**config.mk**
```make
export PLATFORM = sky130hd
export DESIGN_NAME = cycle_timer_mon
export DESIGN_NICKNAME = d
export VERILOG_FILES = /design/src/rtl/ct_pkg.sv /design/src/rtl/ct_digit.sv /design/src/rtl/ct_cs_monitor.sv /design/src/rtl/ct_status.sv /design/src/rtl/cycle_timer_mon.sv
export SDC_FILE = /design/constraint.sdc
export NUM_CORES = 1
export LEC_CHECK = 0
export BUFFER_PORTS_ARGS = -buffer_cell sky130_fd_sc_hd__buf_2
export CAP_MARGIN = 30
export CORE_MARGIN = 2
export CORE_UTILIZATION = 46
export CTS_BUF_LIST = sky130_fd_sc_hd__clkbuf_2 sky130_fd_sc_hd__clkbuf_4 sky130_fd_sc_hd__clkbuf_8
export CTS_CLUSTER_DIAMETER = 30
export DETAILED_ROUTE_END_ITERATION = 16
export PLACE_DENSITY = 0.84
export SLEW_MARGIN = 20
export SYNTH_ARGS = -nofsm -noshare
export SYNTH_HDL_FRONTEND = slang
export SYNTH_SLANG_ARGS = --single-unit
```
**constraint.sdc**
```tcl
create_clock -name clk_i -period 1.8 [get_ports clk_i]
set_input_delay 0 -clock clk_i [delete_from_list [all_inputs] [get_ports clk_i]]
set_output_delay 0 -clock clk_i [all_outputs]
set_load 0.03 [all_outputs]
```
**src/rtl/ct_pkg.sv**
```systemverilog
package ct_pkg;
  localparam int ST_N    = 2;
  localparam int ST_MISS = 0;
  localparam int ST_ARB  = 1;
  typedef logic [ST_N-1:0] st_vec_t;
endpackage

```
**src/rtl/ct_digit.sv**
```systemverilog
module ct_digit #(
  parameter int LIMIT = 4,
  parameter int W     = $clog2(LIMIT)
) (
  input  logic         clk_i,
  input  logic         rst_ni,
  input  logic         load_i,
  input  logic [W-1:0] load_val_i,
  input  logic         inc_i,
  output logic [W-1:0] val_o,
  output logic         carry_o
);
  logic [W-1:0] val_q;
  logic         last;

  // >= so that an out-of-range loaded value wraps on the next carry
  assign last    = val_q >= W'(LIMIT - 1);
  assign carry_o = inc_i & last;
  assign val_o   = val_q;

  always_ff @(posedge clk_i or negedge rst_ni) begin
    if (!rst_ni)     val_q <= '0;
    else if (load_i) val_q <= load_val_i;
    else if (inc_i)  val_q <= last ? '0 : val_q + 1'b1;
  end

  a_r1_digit_hold: assert property (@(posedge clk_i) disable iff (!rst_ni)
    (!inc_i && !load_i) |=> $stable(val_q));
  a_r2_digit_wrap: assert property (@(posedge clk_i) disable iff (!rst_ni)
    (inc_i && !load_i && last) |=> (val_q == '0));
endmodule

```
**src/rtl/ct_cs_monitor.sv**
```systemverilog
module ct_cs_monitor (
  input  logic clk_i,
  input  logic rst_ni,
  input  logic evt_i,
  input  logic master_i,
  input  logic cs_sent_i,
  input  logic cs_rcvd_i,
  input  logic sag_i,
  output logic miss_set_o,
  output logic arb_set_o
);
  logic seen_q, prev_miss_q, armed_q, seen_now;

  assign seen_now   = seen_q | cs_sent_i | cs_rcvd_i;
  assign miss_set_o = evt_i & ~seen_now & prev_miss_q;
  assign arb_set_o  = armed_q & master_i & sag_i & ~cs_sent_i;

  always_ff @(posedge clk_i or negedge rst_ni) begin
    if (!rst_ni) begin
      seen_q      <= 1'b0;
      prev_miss_q <= 1'b0;
    end else if (evt_i) begin
      seen_q      <= 1'b0;
      prev_miss_q <= ~seen_now;
    end else begin
      seen_q      <= seen_now;
    end
  end

  // window opens at a local cycle event, closes on own start or the gap
  always_ff @(posedge clk_i or negedge rst_ni) begin
    if (!rst_ni)                   armed_q <= 1'b0;
    else if (!master_i)            armed_q <= 1'b0;
    else if (evt_i)                armed_q <= 1'b1;
    else if (cs_sent_i || sag_i)   armed_q <= 1'b0;
  end

  a_r8_slave_quiet: assert property (@(posedge clk_i) disable iff (!rst_ni)
    !master_i |-> !arb_set_o);
  a_r6_miss_on_evt: assert property (@(posedge clk_i) disable iff (!rst_ni)
    miss_set_o |-> evt_i);
  a_r7_no_arb_after_sent: assert property (@(posedge clk_i) disable iff (!rst_ni)
    (cs_sent_i && !evt_i) |=> !arb_set_o);
endmodule

```
**src/rtl/ct_status.sv**
```systemverilog
module ct_status
  import ct_pkg::*;
(
  input  logic    clk_i,
  input  logic    rst_ni,
  input  st_vec_t set_i,
  input  st_vec_t clr_i,
  input  st_vec_t en_i,
  output st_vec_t stat_o,
  output logic    irq_o
);
  st_vec_t stat_q;

  for (genvar i = 0; i < ST_N; i++) begin : g_bit
    always_ff @(posedge clk_i or negedge rst_ni) begin
      if (!rst_ni) stat_q[i] <= 1'b0;
      else         stat_q[i] <= (stat_q[i] & ~clr_i[i]) | set_i[i];
    end

    a_r9_sticky: assert property (@(posedge clk_i) disable iff (!rst_ni)
      (stat_q[i] && !clr_i[i]) |=> stat_q[i]);
    a_r9_set_wins: assert property (@(posedge clk_i) disable iff (!rst_ni)
      set_i[i] |=> stat_q[i]);
  end

  assign stat_o = stat_q;
  assign irq_o  = |(stat_q & en_i);
endmodule

```
**src/rtl/cycle_timer_mon.sv**
```systemverilog
module cycle_timer_mon
  import ct_pkg::*;
#(
  parameter int OFFSET_MAX = 3072,
  parameter int CYCLE_MAX  = 8000,
  parameter int SEC_W      = 7,
  localparam int OFF_W     = $clog2(OFFSET_MAX),
  localparam int CYC_W     = $clog2(CYCLE_MAX),
  localparam int TIME_W    = SEC_W + CYC_W + OFF_W
) (
  input  logic              clk_i,
  input  logic              rst_ni,
  input  logic              tick_i,
  input  logic              tmr_dis_i,
  input  logic              tmr_cap_i,
  input  logic              master_i,
  input  logic              cs_sent_i,
  input  logic              cs_rcvd_i,
  input  logic              sag_i,
  input  logic              time_wr_i,
  input  logic [TIME_W-1:0] time_wdata_i,
  input  logic [ST_N-1:0]   st_clr_i,
  input  logic [ST_N-1:0]   st_en_i,
  output logic [TIME_W-1:0] time_o,
  output logic              cyc_evt_o,
  output logic [ST_N-1:0]   st_o,
  output logic              irq_o
);
  localparam int CYC_LO = OFF_W;
  localparam int SEC_LO = OFF_W + CYC_W;

  logic             inc_off, carry_off, carry_cyc;
  logic [OFF_W-1:0] off_val;
  logic [CYC_W-1:0] cyc_val;
  logic [SEC_W-1:0] sec_q;
  logic             evt_q;
  logic             miss_set, arb_set;
  st_vec_t          st_set;

  // a write takes the clock; a tick in that clock is dropped
  assign inc_off = tick_i & tmr_cap_i & ~tmr_dis_i & ~time_wr_i;

  ct_digit #(.LIMIT(OFFSET_MAX), .W(OFF_W)) u_off (
    .clk_i, .rst_ni,
    .load_i     (time_wr_i),
    .load_val_i (time_wdata_i[OFF_W-1:0]),
    .inc_i      (inc_off),
    .val_o      (off_val),
    .carry_o    (carry_off)
  );

  ct_digit #(.LIMIT(CYCLE_MAX), .W(CYC_W)) u_cyc (
    .clk_i, .rst_ni,
    .load_i     (time_wr_i),
    .load_val_i (time_wdata_i[SEC_LO-1:CYC_LO]),
    .inc_i      (carry_off),
    .val_o      (cyc_val),
    .carry_o    (carry_cyc)
  );

  // seconds field wraps at its natural power of two
  always_ff @(posedge clk_i or negedge rst_ni) begin
    if (!rst_ni)        sec_q <= '0;
    else if (time_wr_i) sec_q <= time_wdata_i[TIME_W-1:SEC_LO];
    else if (carry_cyc) sec_q <= sec_q + 1'b1;
  end

  always_ff @(posedge clk_i or negedge rst_ni) begin
    if (!rst_ni) evt_q <= 1'b0;
    else         evt_q <= carry_off;
  end

  ct_cs_monitor u_mon (
    .clk_i, .rst_ni,
    .evt_i      (evt_q),
    .master_i,
    .cs_sent_i,
    .cs_rcvd_i,
    .sag_i,
    .miss_set_o (miss_set),
    .arb_set_o  (arb_set)
  );

  always_comb begin
    st_set          = '0;
    st_set[ST_MISS] = miss_set;
    st_set[ST_ARB]  = arb_set;
  end

  ct_status u_st (
    .clk_i, .rst_ni,
    .set_i  (st_set),
    .clr_i  (st_clr_i),
    .en_i   (st_en_i),
    .stat_o (st_o),
    .irq_o
  );

  assign time_o    = {sec_q, cyc_val, off_val};
  assign cyc_evt_o = evt_q;

  a_r4_evt_single: assert property (@(posedge clk_i) disable iff (!rst_ni)
    evt_q |=> !evt_q);
  a_r4_evt_at_zero: assert property (@(posedge clk_i) disable iff (!rst_ni)
    evt_q |-> (time_o[OFF_W-1:0] == '0));
  a_r5_load_all: assert property (@(posedge clk_i) disable iff (!rst_ni)
    time_wr_i |=> (time_o == $past(time_wdata_i)) && !cyc_evt_o);
  a_r3_sec_step: assert property (@(posedge clk_i) disable iff (!rst_ni)
    (!time_wr_i && !carry_cyc) |=> $stable(sec_q));
endmodule

```
# --- Word level (Yosys, flattened, before mapping) ---
# Cells that the tools add are included.
classes:
  n_addsub: 3
  n_lt_le_gt_ge: 2
  eq_ne: 1
  n_mux: 12
  bitwise_logic: 23
  n_reduce_logical: 5
ops:
  columns: ["cell", "count"]
  rows:
  - ["13-bit 2-to-1 mux", 3]
  - ["12-bit 2-to-1 mux", 3]
  - ["7-bit 2-to-1 mux", 2]
  - ["13-bit by 1-bit adder with 13-bit output (second input constant)", 1]
  - ["13-bit greater-or-equal comparator (second input constant)", 1]
  - ["12-bit by 1-bit adder with 12-bit output (second input constant)", 1]
  - ["1-bit AND", 12]
  - ["12-bit greater-or-equal comparator (second input constant)", 1]
  - ["7-bit by 1-bit adder with 7-bit output (second input constant)", 1]
  - ["1-bit NOT", 6]
  - ["2-bit nonzero test", 3]
  - ["1-bit 2-to-1 mux", 4]
  - ["1-bit bitwise OR", 4]
  - ["3-bit by 1-bit != test with 1-bit output (second input constant)", 1]
  - ["2-bit AND", 1]
  - ["2-bit OR reduction", 1]
  - ["1-bit logical OR", 1]
word_totals:
  regBits: 38
  input_bits: 46
  out_inout_bits: 36

# --- Longest topological paths before layout ---
# Gate-level depths: netlist of run 1.
logic_depth:
  word_depth: 7
  depth_mapped: 7

# --- Hierarchy ---
# Synthesis of run 1 repeated with hierarchy kept, for this count alone.
unflattened:
  hier_cells: 259
  area_unflattened_um2: 2346.0
modules_own_cells:
  columns: ["mod", "n_inst", "cells_per_inst", "area_per_inst_um2", "seq_area_each_um2"]
  rows:
  - ["ct_digit (u_cyc)", 1, 111, 887.1, 325.3]
  - ["ct_digit (u_off)", 1, 91, 858.3, 300.3]
  - ["cycle_timer_mon", 1, 40, 385.4, 200.2]
  - ["ct_cs_monitor", 1, 10, 132.6, 75.1]
  - ["ct_status", 1, 7, 82.6, 50.0]

# --- Worst setup path before layout of run 1 ---
# No wires, ideal clock.
synth_timing:
  path_type: "reg2reg"
  startpoint: "register u_off.val_q[0] (netlist: u_off.val_o[0])"
  endpoint: "register sec_q[4]"
  setup_ns: 0.082
  t_arrival_ns: 2.089
  required_time_ns: 1.718
  setup_slack_ns: -0.370
  path_stages_with_launch: 8
  n_path_buf: 1
  path_cell_list: "dfrtp_1 -> ha_1 -> nand2_1 -> o31a_1 -> nand4bb_4 -> buf_6 -> or4_1 -> a31oi_1"
synth_via:
  elab_chain_len: 4
synth_lines:
  columns: ["element", "line_no", "text"]
  rows:
  - ["start: declaration", "ct_digit.sv:13", "logic [W-1:0] val_q;"]
  - ["start signal: assignment", "ct_digit.sv:23", "else if (load_i) val_q <= load_val_i;"]
  - ["start signal: assignment", "ct_digit.sv:24", "else if (inc_i) val_q <= last ? '0 : val_q + 1'b1;"]
  - ["12-bit greater-or-equal comparator", "ct_digit.sv:17", "assign last = val_q >= W'(LIMIT - 1);"]
  - ["1-bit AND (2 in series)", "ct_digit.sv:18", "assign carry_o = inc_i & last;"]
  - ["2-bit nonzero test (no source line)", null, null]
  - ["end signal: assignment", "cycle_timer_mon.sv:64", "else if (time_wr_i) sec_q <= time_wdata_i[TIME_W-1:SEC_LO];"]
  - ["end signal: assignment", "cycle_timer_mon.sv:65", "else if (carry_cyc) sec_q <= sec_q + 1'b1;"]
  - ["end: declaration", "cycle_timer_mon.sv:35", "logic [SEC_W-1:0] sec_q;"]
# No other way between the ends.
# A chain may end at the register's enable or synchronous reset.

# --- Final worst setup path of run 1 ---
layout_timing:
  startpoint: "register u_off.val_q[0] (netlist: u_off.val_o[0])"
  endpoint: "register sec_q[5]"
# Same word-level chain as after synthesis.

==> results of run 1 <==
-- worst paths after layout --
kind	start	end	cells past startpoint
max	u_off.val_o[0]	sec_q[5]	6
min	time_wdata_i[11]	u_off.val_o[11]	3
max reg2reg	u_off.val_o[0]	sec_q[5]	6
min reg2reg	u_mon.prev_miss_q	u_mon.prev_miss_q	1
max in group asynchronous	rst_ni	u_cyc.val_o[1]	3
min in group asynchronous	rst_ni	u_off.val_o[8]	2
-- per-layer routing --
metal	wire length, um	track usage [%]
met5	0	0
met3	408	5.90
met1	2990	32.3
met4	127	8.89
met2	3830	51.4
-- repair_timing --
item | in CTS | in global routing
pin swaps | 1 | 0
setup endpoints to repair | 8 | 17
buffers inserted | 1 | 2
endpoints found under the hold margin | 58 | 0
resized for setup | 2 | 4
hold buffers | 37 | 0
-- logic make-up after synthesis --
kind of cell | after synthesis
DFF | 38
AOI/OAI and AO/OA | 82
and+or+nand+nor | 101
xor gates and xnor gates | 7
adders and majority gates | 3
muxes | 5
buffers and inverters | 19
-- Yosys cell counts, drive strengths merged, types with 4 or more instances --
| master | instances | share of area, % |
|---|---|---|
| nor3 | 12 | 2.7 |
| o211ai | 6 | 2.0 |
| a21oi | 12 | 2.7 |
| dfrtp | 38 | 42 |
| nor2 | 23 | 3.8 |
| inv | 8 | 1.3 |
| clkbuf | 10 | 1.7 |
| nand2 | 27 | 4.5 |
| xor2 | 6 | 2.3 |
| nand4 | 7 | 1.9 |
| o21ai | 20 | 4.5 |
| a31oi | 6 | 1.7 |
| a22o | 7 | 2.7 |
| mux2i | 4 | 1.8 |
| a22oi | 8 | 2.7 |
| o21a | 5 | 1.7 |
| nand3 | 13 | 3.1 |
| a2bb2oi | 5 | 1.9 |
-- area by class of cell --
| cell class | instances | share of cell area [%] |
|---|---|---|
| inverter | 8 | 0.842 |
| clock inverter | 3 | 1.93 |
| timing repair buffer | 161 | 30.8 |
| tap | 67 | 2.35 |
| sequential | 38 | 27.2 |
| multi-input combinational | 198 | 35.0 |
| clock buffer | 5 | 1.93 |
-- worst max-delay path: cells and delay by family, from the launching register on --
| kind | cells | cell delay (ns) |
|---|---|---|
| AOI/OAI and AO/OA | 2 | 0.46 |
| DFF | 1 | 0.40 |
| adders and majority gates | 1 | 0.14 |
| and+or+nand+nor | 3 | 0.80 |
-- sequential cells by signal, summed over array words and instances, names as in the netlist --
signal	cells
u_st.stat_o	2
cyc_evt_o	1
u_mon.armed_q	1
sec_q	7
u_mon.seen_q	1
u_off.val_o	12
u_cyc.val_o	13
u_mon.prev_miss_q	1
-- through the flow --
step                      util, %  setup TNS [ns]
final                        75.5          -0.261
after global routing         75.5           -1.13
after CTS                    74.9          -0.158
after detailed placement     63.9          -0.152
after global placement       63.9               0
after floorplan                 -           -1.30
-- power groups by stage --
stage	Combinational [uW]	Clock, uW	Sequential [uW]
2_1_floorplan	212	0	1170
3_3_place_gp	662	0	1000
3_5_place_dp	677	0	1010
4_1_cts	744	892	989
5_1_grt	821	938	1000
6_report	754	882	993
==> results.toml, run 1 <==
[clock_network]
path_clk_slew_ns = 0.08
clock-sinks = 38
cts_max_level = 2
cts_buffer_depth = 2
clk_latency_ns = 0.30
root_buffer = "clkbuf_8"
numCtsBuffers = 5
tritoncts = "yes"

[finish]
nets = 461
final_cell_mix = "buf_2, buf_4, dlygate4sd3_1, nand2_1, dfrtp_1"
diodes = 0
stdcell_count = 480
final_layout_size_suffix_gt1_share_pct = 37.5
fillers = 325
syn_to_final_growth_pct = 58.8
multi_input_area_um2 = 1250
design_area_um2 = 3570
mostFrequentLayoutCell = "buf_2"
regArea_um2 = 968

[die]
dieArea_um2 = 5460
row_count = 25
ios = 82
coreArea_um2 = 4720
start_util_pct = 47.5
die_h_um = 73.9
die_w_um = 73.9

[timing]
worst_slew_pin_slew_ns = 0.718
slew_violations = 0
slew_headroom_pct = 52.1
setup_slack_ns = -0.0637
timing.final.crit_share_pct = 104
fin_crit_ns = 1.86
setup_viol = 5
clock_skew_ns = 0.00413
whs_ns = 0.00374
rsz0062_at_grt = "true"
max_freq_ghz = 0.537
hold_viol = 0

[critical_path]
worstPathArrival_ns = 2.09
crit_path_top_delay_cell = "or4_1"
critPathMaxStageDelay_ns = 0.50
crit_path_start_kind = "register"
end_kind = "register"
path_class = "reg -> reg"
cp.required_ns = 2.03
crit_chain = "ha_4, nand2_2, o31a_1, nand4bb_4, or4_1, a31oi_1"
r2r_setup_slack_ns = -0.06
path_max_fanout = 5

[synth]
ys_seq_elements = 38
synth_top_family_by_area = "compound AO/OA/AOI/OAI gates"
syn_inst = 255
postSynth.asyncResetShare_pct = 100
synth_area_um2 = 2250
synthMuxAreaShare_pct = 2.28
yosys.area_share.xor_xnor_pct = 2.73
syn_nets = 304
yosysUniqueCellTypes = 43
synth_ff_type = "dfrtp_1"
synth_adder_area_share_pct = 1.67
synth_edf_count = 0
synth-compound-area-share_pct = 24.6
ys_seq_area_share_pct = 42.3
yosys_warnings = 0
yosys.area_share.simple_pct = 22.9
avgSynthCellArea_um2 = 8.81

[detailed_routing]
dr.pass1.iters = 5
drc = 0
drt-wirelength-per-cell_um = 15.3
wirelength_mm = 7.35
drtIter0Drc = 163
detail-route-antenna-nets = 0
vias = 2678
via_per_inst = 5.58

[outcome]
outcome = "complete, but fails checks"
violations = "setup timing"

[pwr]
power_density_nw_per_um2 = 737
p_switching_uw = 819
seq_power_share_pct = 37.8
p_sw_share_pct = 31.2
p_int_uw = 1810
ir_worst_vdd_mv = 0.392
total_power_uw = 2630
power_frac_clock_pct = 33.6
pwr-share-comb_pct = 28.7
cellLeakagePower_uw = 0.00163

[global_route]
antenna_found_initial = 0
grt_first_pass_wirelength_mm = 11.7
grt_max_degree = 31
first_global_vias = 2626
grt.overflow.total = 0
grtUsageTotal_pct = 28.1

[placement]
hpwl_mm = 5.00
place_area_um2 = 3020
globalplace.congestion = 0.897
pre_cts_slack_ns = -0.0533
io_buffers = 81
dp.cells = 432

[worst_hold_path]
hold_class = "in -> reg"

[job]
maxCapViolations = 0
(Power assumes the default switching activity.)
==> run 2: changes to the inputs <==
RECOVER_POWER = 25   (was default)
==> results.toml, run 2 (synthesis gave the netlist of run 1 again) <==
[job]
maxCapViolations = 0

[timing]
fin_crit_ns = 1.86
setup_slack_ns = -0.0597
worst_slew_pin_slew_ns = 1.05
hold_viol = 0
max_freq_ghz = 0.538
timing.final.crit_share_pct = 103
finalSetupTns_ns = -0.220
setup_viol = 5
slew_violations = 0
rsz0062_at_grt = "true"
clock_skew_ns = 0.00612
slew_headroom_pct = 30.0
whs_ns = 0.00217

[clock_network]
tritoncts = "yes"
numCtsBuffers = 5
cts_max_level = 2
clk_latency_ns = 0.30
path_clk_slew_ns = 0.08
cts_buffer_depth = 2
root_buffer = "clkbuf_8"
clock-sinks = 38

[pwr]
cellLeakagePower_uw = 0.00163
total_power_uw = 2630
ir_worst_vdd_mv = 0.393
power_density_nw_per_um2 = 739

[global_route]
antenna_found_initial = 0
first_global_vias = 2626
grtUsageTotal_pct = 28.1
grt_max_degree = 31
grt_first_pass_wirelength_mm = 11.7
grt.overflow.total = 0

[detailed_routing]
vias = 2684
drt-wirelength-per-cell_um = 15.3
drt-met1-wl_mm = 3.00
dr.pass1.iters = 4
drc = 0
dr_wl_met2_mm = 3.82
drtIter0Drc = 205
top_layer = "met4"
wirelength_mm = 7.34
via_per_inst = 5.59
detail-route-antenna-nets = 0
route.met3.wl_um = 390

[finish]
nets = 461
diodes = 0
stdcell_count = 480
largest_reg_flops = 13
syn_to_final_growth_pct = 58.6
final_layout_size_suffix_gt1_share_pct = 37.0
mostFrequentLayoutCell = "buf_2"
final_util_pct = 75.4
final_cell_mix = "buf_2, buf_4, dlygate4sd3_1, nand2_1, dfrtp_1"
fillers = 328

[outcome]
outcome = "complete, but fails checks"
violations = "setup timing"

[placement]
hpwl_mm = 5.00
io_buffers = 81
dp.cells = 432
globalplace.congestion = 0.897

[worst_hold_path]
hold_class = "in -> reg"

[die]
die_h_um = 73.9
coreArea_um2 = 4720
ios = 82
start_util_pct = 47.5
dieArea_um2 = 5460
die_w_um = 73.9
row_count = 25

[critical_path]
path_max_fanout = 5
path_class = "reg -> reg"
worstPathArrival_ns = 2.09
crit_path_start_kind = "register"
end_kind = "register"
cp.required_ns = 2.03
==> run 2: cell types whose count changed in the layout (fill, tap and decap cells not counted) <==
cell,before,now
buf_2,81,80
buf_4,43,42
clkbuf_1,0,2
==> run 2: repair_timing <==
item                                    4_1_cts  5_1_grt
endpoints found under the setup margin        8       17
setup buffers                                 1        2
hold buffers                                 37        0
pin swaps                                     1        0
hold endpoints to repair                     58        0
gates resized for setup                       2        4
==> run 2: area by class of cell <==
class	count	area, um^2	share of cell area [%]
clock buffers	5	68.8	1.93
clock inverters	3	68.8	1.93
inverters	8	30.0	0.843
multi-input cells	198	1250	35.0
flip-flops and latches	38	968	27.2
well taps	67	83.8	2.35
repair buffers	161	1090	30.7
==> run 2: report_power, final <==
part / total, uW / leakage (uW) / switching [uW] / internal, uW
clock: 885 / 0.0000683 / 330 / 555
sequential: 992 / 0.000441 / 63.8 / 928
combinational: 753 / 0.00112 / 428 / 324
total: 2630 / 0.00163 / 822 / 1810
==> run 2: per-stage QoR <==
step	cell area (um^2)	setup slack [ns]
2_1_floorplan	2290	-0.220
3_3_place_gp	3020	0.00639
3_5_place_dp	3020	-0.0533
4_1_cts	3540	-0.0585
5_1_grt	3560	-0.158
6_report	3560	-0.0597
==> run 2: worst paths after layout <==
check	cells past startpoint	from	end	slack, ns
max	6	u_off.val_o[0]	sec_q[5]	-0.06
min	3	time_wdata_i[11]	u_off.val_o[11]	0.002
max reg2reg	6	u_off.val_o[0]	sec_q[5]	-0.06
min reg2reg	1	u_mon.prev_miss_q	u_mon.prev_miss_q	0.52
max in group asynchronous	3	rst_ni	u_mon.seen_q	0.48
min in group asynchronous	2	rst_ni	u_off.val_o[8]	0.40
==> run 2: layer usage <==
| metal | GRT usage [%] | up-vias |
|---|---|---|
| met5 | 0 | - |
| met4 | 8.89 | 0 |
| met3 | 5.90 | 14 |
| met2 | 51.4 | 113 |
| met1 | 32.3 | 1289 |
| li1 | - | 1268 |
==> run 2: worst max-delay path, stage by stage, from the launching register on <==
cell	delay, ns
dfrtp_2	0.40
ha_4	0.14
nand2_2	0.05
o31a_1	0.30
nand4bb_4	0.25
or4_1	0.50
a31oi_1	0.16
==> run 3: changes to the inputs <==
CORE_UTILIZATION = 28   (was 46)
PLACE_DENSITY = 0.58   (was 0.84)
==> results.toml, run 3 (synthesis gave the netlist of run 1 again) <==
[timing]
setup_slack_ns = -0.0432
hold_viol = 0
fin_crit_ns = 1.84
slew_headroom_pct = 33.6
max_freq_ghz = 0.543
setup_viol = 3
worst_slew_pin_slew_ns = 0.995
slew_violations = 0
clock_skew_ns = 0.00291
timing.final.crit_share_pct = 102
rsz0062_at_grt = "true"

[global_route]
grt_first_pass_wirelength_mm = 11.3
grt.overflow.total = 0
antenna_found_initial = 0
grtUsageTotal_pct = 15.8
grt_max_degree = 39
first_global_vias = 2402

[detailed_routing]
wirelength_mm = 6.97
drtIter0Drc = 99
dr.pass1.iters = 4
detail-route-antenna-nets = 0
vias = 2552
drc = 0
drt-wirelength-per-cell_um = 13.5
via_per_inst = 4.95

[clock_network]
tritoncts = "yes"
clk_latency_ns = 0.29
clock-sinks = 38
root_buffer = "clkbuf_8"
cts_max_level = 2
numCtsBuffers = 5
cts_buffer_depth = 2
path_clk_slew_ns = 0.08

[pwr]
power_frac_clock_pct = 29.3
seq_power_share_pct = 40.0
p_switching_uw = 795
p_sw_share_pct = 32.3
cellLeakagePower_uw = 0.00163
pwr-share-comb_pct = 30.6
power_density_nw_per_um2 = 685
p_int_uw = 1660
ir_worst_vdd_mv = 0.288
total_power_uw = 2460

[finish]
mostFrequentLayoutCell = "buf_2"
diodes = 0
stdcell_count = 516
final_cell_mix = "buf_2, buf_4, dlygate4sd3_1, nand2_1, dfrtp_1"
largest_reg_flops = 13
syn_to_final_growth_pct = 59.9
final_util_pct = 46.2
nets = 462
design_area_um2 = 3590
final_layout_size_suffix_gt1_share_pct = 38.4

[placement]
hpwl_mm = 4.97
io_buffers = 81
place_area_um2 = 3080
pre_cts_slack_ns = -0.0660
dp.cells = 469
globalplace.congestion = 0.845

[critical_path]
crit_chain = "nand4_1, o31a_1, nand4bb_4, or4_1, a31oi_1"
r2r_setup_slack_ns = -0.04
path_buf_inv = 0
path_max_fanout = 6
cp.required_ns = 2.02
critPathMaxStageDelay_ns = 0.49
end_kind = "register"
crit_path_top_delay_cell = "or4_1"
crit_family = "simple AND/OR/NAND/NOR gates"
crit_path_start_kind = "register"
worstPathArrival_ns = 2.06
path_class = "reg -> reg"

[job]
maxCapViolations = 0

[die]
ios = 82
coreArea_um2 = 7770
start_util_pct = 28.9
die_w_um = 93.6
dieArea_um2 = 8750
row_count = 32
die_h_um = 93.6

[worst_hold_path]
hold_class = "in -> reg"

[outcome]
outcome = "complete, but fails checks"
violations = "setup timing"
run 3: worst min-delay path, cell delays in order:
cell and delay (ns):
buf_2 0.08, nor2_1 0.04, a31oi_1 0.13
run 3: metrics by stage:
step | setup TNS (ns) | hold slack, ns
after floorplan | -1.30 | -0.296
after global placement | -0.0448 | 0.0908
after detailed placement | -0.146 | 0.0921
after CTS | -0.153 | 0.00734
after global routing | -0.936 | 0.0194
final | -0.107 | 0.00829
run 3: repair_timing:
action / in CTS / in global routing
hold buffers: 37 / 0
buffers inserted: 1 / 1
cloned: 0 / 0
pin swaps: 0 / 3
endpoints found under the setup margin: 4 / 19
gates resized for setup: 1 / 8
endpoints found under the hold margin: 72 / 0
run 3: metal layers:
layer | vias up | global-route usage [%] | routed length (um)
met1 | 1200 | 22.0 | 3200
met3 | 7 | 2.42 | 335
li1 | 1269 | - | -
met2 | 76 | 26.0 | 3380
met5 | - | 0 | 0
met4 | 0 | 3.38 | 52
run 3: area by class of cell:
| class | instances | area (um^2) |
|---|---|---|
| fillers | 808 | 4180 |
| repair buffers | 162 | 1100 |
| well taps | 102 | 128 |
| clock inverters | 3 | 40.0 |
| multi-input cells | 198 | 1250 |
| clock buffers | 5 | 68.8 |
| flip-flops and latches | 38 | 968 |
| inverters | 8 | 30.0 |
run 3: final timing paths:
path | cells after the start | endpoint | start
max | 5 | sec_q[5] | u_off.val_o[7]
min | 3 | u_off.val_o[11] | time_wdata_i[11]
max reg2reg | 5 | sec_q[5] | u_off.val_o[7]
min reg2reg | 1 | u_mon.seen_q | cyc_evt_o
max in group asynchronous | 3 | u_off.val_o[0] | rst_ni
min in group asynchronous | 3 | u_st.stat_o[0] | rst_ni
run 3: power groups by stage:
stage / combinational [uW] / clock (uW) / sequential, uW
after detailed placement: 692 / 0 / 1000
after global placement: 686 / 0 / 999
after global routing: 821 / 775 / 997
after floorplan: 212 / 0 / 1170
after CTS: 754 / 752 / 984
final: 754 / 722 / 984
